<file path="config.mk">
export PLATFORM = sky130hd
export DESIGN_NAME = irq_pin_ctrl
export DESIGN_NICKNAME = d
export VERILOG_FILES = /design/src/rtl/irq_pkg.sv /design/src/rtl/irq_rst_sync.sv /design/src/rtl/irq_thresh_det.sv /design/src/rtl/irq_flag_bank.sv /design/src/rtl/irq_reg_file.sv /design/src/rtl/irq_pin_ctrl.sv
export SDC_FILE = /design/constraint.sdc
export NUM_CORES = 1
export LEC_CHECK = 0
export BUFFER_PORTS_ARGS = -buffer_cell sky130_fd_sc_hd__buf_2
export CAP_MARGIN = 10
export CORE_MARGIN = 2
export CORE_UTILIZATION = 40
export DETAILED_ROUTE_END_ITERATION = 8
export PLACE_DENSITY_LB_ADDON = 0.08
export REMOVE_ABC_BUFFERS = 1
export SETUP_SLACK_MARGIN = 0.05
export SLEW_MARGIN = 20
export SYNTH_ARGS = -nofsm -noshare
export SYNTH_HDL_FRONTEND = slang
export SYNTH_HIERARCHICAL = 1
export SYNTH_SLANG_ARGS = --single-unit
</file>
<file path="constraint.sdc">
create_clock -name clk -period 2.99 [get_ports clk]
set_input_delay 0.4485 -clock clk [delete_from_list [all_inputs] [get_ports clk]]
set_output_delay 0.4485 -clock clk [all_outputs]
set_load 0.02 [all_outputs]
</file>
<file path="src/rtl/irq_pkg.sv">
package irq_pkg;
  localparam int unsigned DW = 8;
  localparam int unsigned AW = 2;

  localparam logic [AW-1:0] ADDR_CFG = 2'd0;
  localparam logic [AW-1:0] ADDR_EN  = 2'd1;
  localparam logic [AW-1:0] ADDR_FLG = 2'd2;
  localparam logic [AW-1:0] ADDR_THR = 2'd3;

  localparam int unsigned CFG_BITS = 4;

  typedef struct packed {
    logic dir_below;
    logic sel_curr;
    logic pol_high;
    logic irq_mode;
  } cfg_t;
endpackage

</file>
<file path="src/rtl/irq_rst_sync.sv">
module irq_rst_sync (
  input  logic clk,
  input  logic rst_n,
  output logic rst_n_sync
);
  logic [1:0] sync_q;

  always_ff @(posedge clk or negedge rst_n) begin
    if (!rst_n) sync_q <= 2'b00;
    else        sync_q <= {sync_q[0], 1'b1};
  end

  assign rst_n_sync = sync_q[1];
endmodule

</file>
<file path="src/rtl/irq_thresh_det.sv">
module irq_thresh_det #(
  parameter int unsigned MW = 8
) (
  input  logic          clk,
  input  logic          rst_n,
  input  logic [MW-1:0] meas_a,
  input  logic [MW-1:0] meas_b,
  input  logic          sel_b,
  input  logic          dir_below,
  input  logic [MW-1:0] thr,
  output logic          cross_evt
);
  localparam logic [MW-1:0] MIN_NEG = {1'b1, {(MW-1){1'b0}}};
  localparam logic [MW-1:0] MAX_POS = {1'b0, {(MW-1){1'b1}}};

  logic [MW-1:0] sample;
  logic [MW-1:0] mag;
  logic          cond;
  logic          cond_q;
  logic          cond_d;

  always_comb begin
    sample = sel_b ? meas_b : meas_a;
    if (sample == MIN_NEG)    mag = MAX_POS;
    else if (sample[MW-1])    mag = (~sample) + {{(MW-1){1'b0}}, 1'b1};
    else                      mag = sample;
    cond      = dir_below ? (mag < thr) : (mag > thr);
    cross_evt = cond & ~cond_q;
    cond_d    = cond;
  end

  always_ff @(posedge clk or negedge rst_n) begin
    if (!rst_n) cond_q <= 1'b0;
    else        cond_q <= cond_d;
  end
endmodule

</file>
<file path="src/rtl/irq_flag_bank.sv">
module irq_flag_bank #(
  parameter int unsigned N = 8
) (
  input  logic         clk,
  input  logic         rst_n,
  input  logic [N-1:0] set_evt,
  input  logic [N-1:0] clr_req,
  output logic [N-1:0] flags_q
);
  logic [N-1:0] flags_d;

  for (genvar i = 0; i < N; i++) begin : g_flag
    always_comb begin
      if (set_evt[i])      flags_d[i] = 1'b1;
      else if (clr_req[i]) flags_d[i] = 1'b0;
      else                 flags_d[i] = flags_q[i];
    end

    always_ff @(posedge clk or negedge rst_n) begin
      if (!rst_n) flags_q[i] <= 1'b0;
      else        flags_q[i] <= flags_d[i];
    end
  end
endmodule

</file>
<file path="src/rtl/irq_reg_file.sv">
module irq_reg_file
  import irq_pkg::*;
#(
  parameter int unsigned NF = 8,
  parameter int unsigned MW = 8
) (
  input  logic          clk,
  input  logic          rst_n,
  input  logic          we,
  input  logic [AW-1:0] addr,
  input  logic [DW-1:0] wdata,
  input  logic [NF-1:0] flags,
  output logic [DW-1:0] rdata,
  output cfg_t          cfg_q,
  output logic [NF-1:0] en_q,
  output logic [MW-1:0] thr_q,
  output logic [NF-1:0] clr_req
);
  logic we_cfg, we_en, we_thr, we_flg;

  always_comb begin
    we_cfg  = we && (addr == ADDR_CFG);
    we_en   = we && (addr == ADDR_EN);
    we_thr  = we && (addr == ADDR_THR);
    we_flg  = we && (addr == ADDR_FLG);
    clr_req = we_flg ? ~wdata[NF-1:0] : '0;
  end

  always_ff @(posedge clk or negedge rst_n) begin
    if (!rst_n)      cfg_q <= '0;
    else if (we_cfg) cfg_q <= cfg_t'(wdata[CFG_BITS-1:0]);
  end

  always_ff @(posedge clk or negedge rst_n) begin
    if (!rst_n)     en_q <= '0;
    else if (we_en) en_q <= wdata[NF-1:0];
  end

  always_ff @(posedge clk or negedge rst_n) begin
    if (!rst_n)      thr_q <= '0;
    else if (we_thr) thr_q <= wdata[MW-1:0];
  end

  always_comb begin
    rdata = '0;
    unique case (addr)
      ADDR_CFG: rdata[CFG_BITS-1:0] = cfg_q;
      ADDR_EN:  rdata[NF-1:0]       = en_q;
      ADDR_FLG: rdata[NF-1:0]       = flags;
      ADDR_THR: rdata[MW-1:0]       = thr_q;
      default:  rdata = '0;
    endcase
  end
endmodule

</file>
<file path="src/rtl/irq_pin_ctrl.sv">
module irq_pin_ctrl
  import irq_pkg::*;
#(
  parameter int unsigned N_SRC = 7,
  parameter int unsigned MW    = 8
) (
  input  logic                 clk,
  input  logic                 rst_n,
  input  logic                 reg_we,
  input  logic [AW-1:0]        reg_addr,
  input  logic [DW-1:0]        reg_wdata,
  output logic [DW-1:0]        reg_rdata,
  input  logic [N_SRC-1:0]     src_evt,
  input  logic [MW-1:0]        meas_volt,
  input  logic [MW-1:0]        meas_curr,
  output logic                 pin_out,
  output logic                 pin_oe,
  output logic                 aout_sel
);
  localparam int unsigned NF = N_SRC + 1;

  logic          rst_n_sync;
  cfg_t          cfg_q;
  logic [NF-1:0] en_q;
  logic [MW-1:0] thr_q;
  logic [NF-1:0] clr_req;
  logic [NF-1:0] flags_q;
  logic [NF-1:0] set_evt;
  logic          thr_evt;
  logic          pend;

  irq_rst_sync u_rst (
    .clk        (clk),
    .rst_n      (rst_n),
    .rst_n_sync (rst_n_sync)
  );

  irq_reg_file #(.NF(NF), .MW(MW)) u_regs (
    .clk     (clk),
    .rst_n   (rst_n_sync),
    .we      (reg_we),
    .addr    (reg_addr),
    .wdata   (reg_wdata),
    .flags   (flags_q),
    .rdata   (reg_rdata),
    .cfg_q   (cfg_q),
    .en_q    (en_q),
    .thr_q   (thr_q),
    .clr_req (clr_req)
  );

  irq_thresh_det #(.MW(MW)) u_det (
    .clk       (clk),
    .rst_n     (rst_n_sync),
    .meas_a    (meas_volt),
    .meas_b    (meas_curr),
    .sel_b     (cfg_q.sel_curr),
    .dir_below (cfg_q.dir_below),
    .thr       (thr_q),
    .cross_evt (thr_evt)
  );

  assign set_evt = {thr_evt, src_evt};

  irq_flag_bank #(.N(NF)) u_flags (
    .clk     (clk),
    .rst_n   (rst_n_sync),
    .set_evt (set_evt),
    .clr_req (clr_req),
    .flags_q (flags_q)
  );

  always_comb begin
    pend     = |(flags_q & en_q);
    pin_oe   = cfg_q.irq_mode & pend;
    pin_out  = cfg_q.irq_mode & cfg_q.pol_high;
    aout_sel = ~cfg_q.irq_mode;
  end
endmodule

</file>
Yosys cells after proc, flatten, opt, wreduce, memory -nomap -nowiden
Cells that the tools add are included.

storage, ports and cells
  logic and storage cells = 68
  register bits = 31
  output and inout bits = 11
  input port bits = 36

cells by class
  bitwise logic cells = 8
  magnitude comparators = 2
  mux-type cells = 23
  add/sub/neg operators = 1
  reduce and logical (&&, ||, !) cells = 14
  eq/ne operators = 4

operators by type and width
  cell                 number
  $mux 8               4
  $mux 1               17
  $not 8->8            2
  $pmux 4 s4           1
  $reduce_bool 2->1    8
  $pmux 4 s3           1
  $add 8x1->8 const B  1
  $and 8x8->8          1
  $eq 8x8->1 const B   1
  $gt 8x8->1           1
  $lt 8x8->1           1
  $reduce_or 8->1      1
  $eq 2x2->1 const B   2
  $logic_and 1x1->1    4
  $and 1x1->1          3
  $eq 2x1->1 const B   1
  $logic_not 2->1      1
  $not 1->1            2

Logic depth before layout (Yosys ltp)
  depth after elaboration = 9
  depth in mapped cells = 16
  gate-level depth less buffers = 13

By module
Netlist, hierarchy kept.

by module, submodules not included
  module          cells each  area each (um^2)  seq. area each (um^2)  times used
  irq_reg_file    67          1031.0            500.5                  1
  irq_thresh_det  78          614.3             25.0                   1
  irq_flag_bank   24          290.3             200.2                  1
  irq_rst_sync    3           53.8              50.0                   1
  irq_pin_ctrl    7           48.8              0.0                    1

Worst setup path before layout
Ideal clock, no wire load.

  path type = register to register
  start point = register, netlist name u_regs/cfg_q[2]
  end point = register u_flags.flags_q[7]
  library setup time = 64 ps
  data required time = 2926 ps
  path buffers = 3
  arrival time = 2771 ps
  stages on the path, launching flop included = 16
  path slack = 156 ps
  clock period less this slack = 2834 ps
  cells stage by stage = dfrtp_1 > buf_6 > buf_12 > mux2i_4 > ha_1 > o21ai_1 > or2_0 > buf_2 > o211ai_1 > ha_1 > nor2b_1 > o211ai_1 > a21oi_1 > or3b_1 > a21oi_1 > a21o_1

on the way
  longest elaborated chain between the ends = 9
  elaborated cells between the ends (all ways) = 12
  classes of those cells = 1 x add/sub; 2 x order compare; 1 x eq/ne; 5 x mux; 2 x bitwise; 1 x reduce/logical

ends and longest elaborated chain
  element                                      line                  text
  $mux 8 *                                     irq_thresh_det.sv:23  sample = sel_b ? meas_b : meas_a;
  $not 8->8                                    irq_thresh_det.sv:25  else if (sample[MW-1]) mag = (~sample) + {{(MW-1){1'b0}}, 1'b1};
  $add 8x1->8                                  irq_thresh_det.sv:25
  $mux 8                                       irq_thresh_det.sv:25
  $mux 8 *                                     irq_thresh_det.sv:24  if (sample == MIN_NEG) mag = MAX_POS;
  $gt 8x8->1 or $lt 8x8->1 (tied branches)     irq_thresh_det.sv:27  cond = dir_below ? (mag < thr) : (mag > thr);
  $mux 1 *                                     irq_thresh_det.sv:27
  $and 1x1->1 *                                irq_thresh_det.sv:28  cross_evt = cond & ~cond_q;
  via thr_evt                                  irq_pin_ctrl.sv:29    logic thr_evt;
  $mux 1 or $reduce_bool 2->1 (tied branches)  n/a
  to (signal, indexed assignment)              irq_flag_bank.sv:21   else flags_q[i] <= flags_d[i];
  to (decl)                                    irq_flag_bank.sv:8    output logic [N-1:0] flags_q

Mark *: on every way through the listed nets, which the timed path passes. The rest lies on a longest branch.
A chain may end at the register's enable or synchronous reset.

Final worst setup path
  start point = register, netlist name u_regs/cfg_q[2]
  end point = register u_flags.flags_q[7]

on the way
  longest elaborated chain between the ends = 9
  elaborated cells between the ends (all ways) = 12
  classes of those cells = 1 x add/sub; 2 x order compare; 1 x eq/ne; 5 x mux; 2 x bitwise; 1 x reduce/logical

ends and longest elaborated chain
  element                                      line
  $mux 8 *                                     irq_thresh_det.sv:23
  $not 8->8                                    irq_thresh_det.sv:25
  $add 8x1->8                                  irq_thresh_det.sv:25
  $mux 8                                       irq_thresh_det.sv:25
  $mux 8 *                                     irq_thresh_det.sv:24
  $gt 8x8->1 or $lt 8x8->1 (tied branches)     irq_thresh_det.sv:27
  $mux 1 *                                     irq_thresh_det.sv:27
  $and 1x1->1 *                                irq_thresh_det.sv:28
  via thr_evt                                  irq_pin_ctrl.sv:29
  $mux 1 or $reduce_bool 2->1 (tied branches)  n/a

Marked as above.

==> impl_metrics.json <==
{
  "yosysTopAreaCellShare_pct": 38.1,
  "crit_fanout": 4,
  "async_flop_share_pct": 100,
  "worst-path-buf-inv": 0,
  "rows": 25,
  "syn_area_per_cell_sq_um": 11.4,
  "reg2reg_depth": 12,
  "clockBufferDepth": 2,
  "drtIter0Drc": 36,
  "slowest_stage": "dfrtp_2",
  "critPathLaunchType": "register",
  "clock_latency_ns": 0.28,
  "max_cap_viol_count": 0,
  "slowest_delay_ns": 0.50,
  "period_share_pct": 93.9,
  "cts-root-buf": "clkbuf_8",
  "fin_cells": 305,
  "syn-instance-count": 179,
  "crit_required_ns": 3.22,
  "syn_area_sq_mm": 0.00204,
  "power.density_cell_area_mw_per_mm2": 556,
  "p_sw_w": 0.000457,
  "ys_seq_area_share_pct": 38.1,
  "wire_per_inst_um": 15.5,
  "dpl.hpwl_mm": 3.56,
  "antenna_found_initial": 0,
  "routed_via_density": 5.12,
  "die_y_um": 75.4,
  "seq_power_share_pct": 38.5,
  "antenna_left": 0,
  "setup_tns_ns": 0,
  "fmax_ghz": 0.356,
  "firstDrtPassIters": 4,
  "p_leak_nw": 1.15,
  "final_max_slew_viol_count": 0,
  "intPower_w": 0.000956,
  "grt_pass1_vias": 1586,
  "r2r-end": "u_flags/flags_q[7]$_DFFE_PN0P_",
  "yosys.area.top_type": "dfrtp_1",
  "yosysWarnings": 6,
  "hp-class": "register to async pin",
  "setup_viol": 0,
  "placedCellCount": 291,
  "grt_util_all_layers_pct": 18.0,
  "crit_path_frequent_cell": "o211ai_1",
  "wl_mm": 4.73,
  "grt_max_degree": 30,
  "holdWs_ns": 0.249,
  "power_w": 0.00141,
  "gp_congestion": 0.900,
  "status": "finished, final reports clean",
  "cts_buffers": 5,
  "clockPowerShare_pct": 25.7,
  "peakVddDrop_uv": 323,
  "synth_edf_count": 0,
  "fin_skew_ns": 0.00463,
  "synth_area_leaders": "dfrtp_1, mux2_2, ha_1",
  "post_dp_cell_area_sq_mm": 0.00233,
  "grt_first_pass_wirelength_mm": 7.52,
  "yosysMostFrequentCell": "dfrtp_1",
  "synthTopCellsByCount": "dfrtp_1, mux2_2, inv_1, nor2_1",
  "switching_share_pct": 32.3,
  "rr_startpoint": "u_regs/cfg_q[2]$_DFFE_PN0P_",
  "start_util_pct": 42.3,
  "fin_nets": 282,
  "gr-total-overflow": 0,
  "cp_top_family": "simple AND/OR/NAND/NOR gates",
  "rsz0062_at_grt": "no",
  "area_growth_pct": 24.7,
  "reg2reg_slack_ns": 0.18,
  "core_sq_mm": 0.00482,
  "die_w_um": 75.4,
  "fin_crit_ns": 2.81,
  "cp-end-kind": "register",
  "ios": 47,
  "ys_seq_elements": 31,
  "synth-main-ff-cell": "dfrtp_1",
  "path_cells": "mux2i_4, ha_4, o21ai_1, or2_1, o211ai_1, ha_1, nor2b_1, o211ai_1, a21oi_2, or3b_1, a21oi_1, a21o_1",
  "cts_sinks": 31,
  "synth_cell_types": 47,
  "path_clk_slew_ns": 0.06,
  "combPwrFrac_pct": 35.8,
  "drive_gt1_share_pct": 43.3,
  "cts_max_level": 2,
  "diodes": 0,
  "via_count": 1563,
  "crit_type": "register to register",
  "design_area_sq_mm": 0.00254,
  "crit_arrival_ns": 3.04,
  "cts_tree": "yes",
  "numPortBuffers": 46,
  "die_area_sq_mm": 0.00568,
  "drcViolationCount": 0,
  "hold_violations": 0
}
[layout make-up]
| class | instances | area (sq um) |
|---|---|---|
| fill | 461 | 2280 |
| inverter | 16 | 60.1 |
| clock buffer | 8 | 100 |
| timing repair buffer | 56 | 320 |
| multi-input combinational | 127 | 1200 |
| tap | 67 | 83.8 |
| sequential | 31 | 777 |
[cell families (layout without fill, tap and decap cells)]
| group | after synthesis | after routing | synth area share [%] |
|---|---|---|---|
| AND/OR/NAND/NOR | 43 | 43 | 13.5 |
| multiplexers | 36 | 36 | 23.8 |
| AO/OA/AOI/OAI | 35 | 35 | 12.0 |
| flip-flops | 31 | 31 | 38.1 |
| buffers and inverters | 21 | 80 | 5.65 |
| adder cells (fa/ha/maj) | 9 | 9 | 5.52 |
| XOR/XNOR | 3 | 3 | 1.29 |
| other | 1 | 1 | 0.184 |
[routing by layer]
| layer | wire [um] | track usage [%] | vias to the layer above |
|---|---|---|---|
| li1 | - | - | 770 |
| met1 | 2020 | 22.3 | 746 |
| met2 | 2400 | 31.0 | 41 |
| met3 | 243 | 4.23 | 6 |
| met4 | 63 | 5.85 | 0 |
| met5 | 0 | 0 | - |
[layout by cell type, fill, tap and decap left out, types with 2 or more instances in the layout]
master and count:
o21ai_1 2, xnor2_1 2, o211ai_1 3, a22oi_1 4, dfrtp_1 30, nand2_1 9
mux2_2 25, nor2_1 12, o21a_1 2, nor3_1 2, mux2i_1 2, a21o_1 8
a21oi_1 5, a22o_1 4, and2_1 2, mux4_1 4, buf_4 8, mux2_1 2
inv_1 16, ha_1 8, clkbuf_8 7, buf_2 46, mux2i_4 3, nand4_1 2
nor3b_4 2, o21ai_0 2
[registers in the layout, summed over array words and instances (netlist names)]
name and cells:
u_det/cond_q 1, u_regs/thr_q 8, u_rst/sync_q 2, u_regs/en_q 8, u_flags/flags_q 8, u_regs/cfg_q 4
[stage by stage]
stage	utilization (%)	setup slack (ns)
finish	52.8	0.184
global route	52.8	0.00175
CTS	50.6	0.119
detailed placement	48.3	0.0714
global placement	48.3	0.195
floorplan	-	-0.0951
[worst max-delay path by stage]
stage,startpoint,end,slack (ns),cells after the start
floorplan,u_regs/cfg_q[2]$_DFFE_PN0P_,u_flags/flags_q[7]$_DFFE_PN0P_,-0.1,12
global placement,u_regs/cfg_q[2]$_DFFE_PN0P_,u_flags/flags_q[7]$_DFFE_PN0P_,0.19,12
detailed placement,u_regs/cfg_q[2]$_DFFE_PN0P_,u_flags/flags_q[7]$_DFFE_PN0P_,0.07,12
CTS,u_regs/cfg_q[2]$_DFFE_PN0P_,u_flags/flags_q[7]$_DFFE_PN0P_,0.12,12
global route,u_regs/cfg_q[2]$_DFFE_PN0P_,u_flags/flags_q[7]$_DFFE_PN0P_,0.002,12
finish,u_regs/cfg_q[2]$_DFFE_PN0P_,u_flags/flags_q[7]$_DFFE_PN0P_,0.18,12
[power groups by stage]
stage          Combinational, W  Clock (W)  Sequential (W)
2_1_floorplan          0.000319          0        0.000545
3_3_place_gp           0.000454          0        0.000546
3_5_place_dp           0.000467          0        0.000548
4_1_cts                0.000472   0.000375        0.000541
5_1_grt                0.000567   0.000393        0.000555
6_report               0.000506   0.000362        0.000544
[timing repair]
action	4_1_cts	5_1_grt
setup buffers	0	5
setup endpoints to repair	1	1
resized for setup	1	13
hold buffers	1	0
pin swaps	0	5
hold endpoints to repair	2	0
Power figures use the tool's default switching activity.
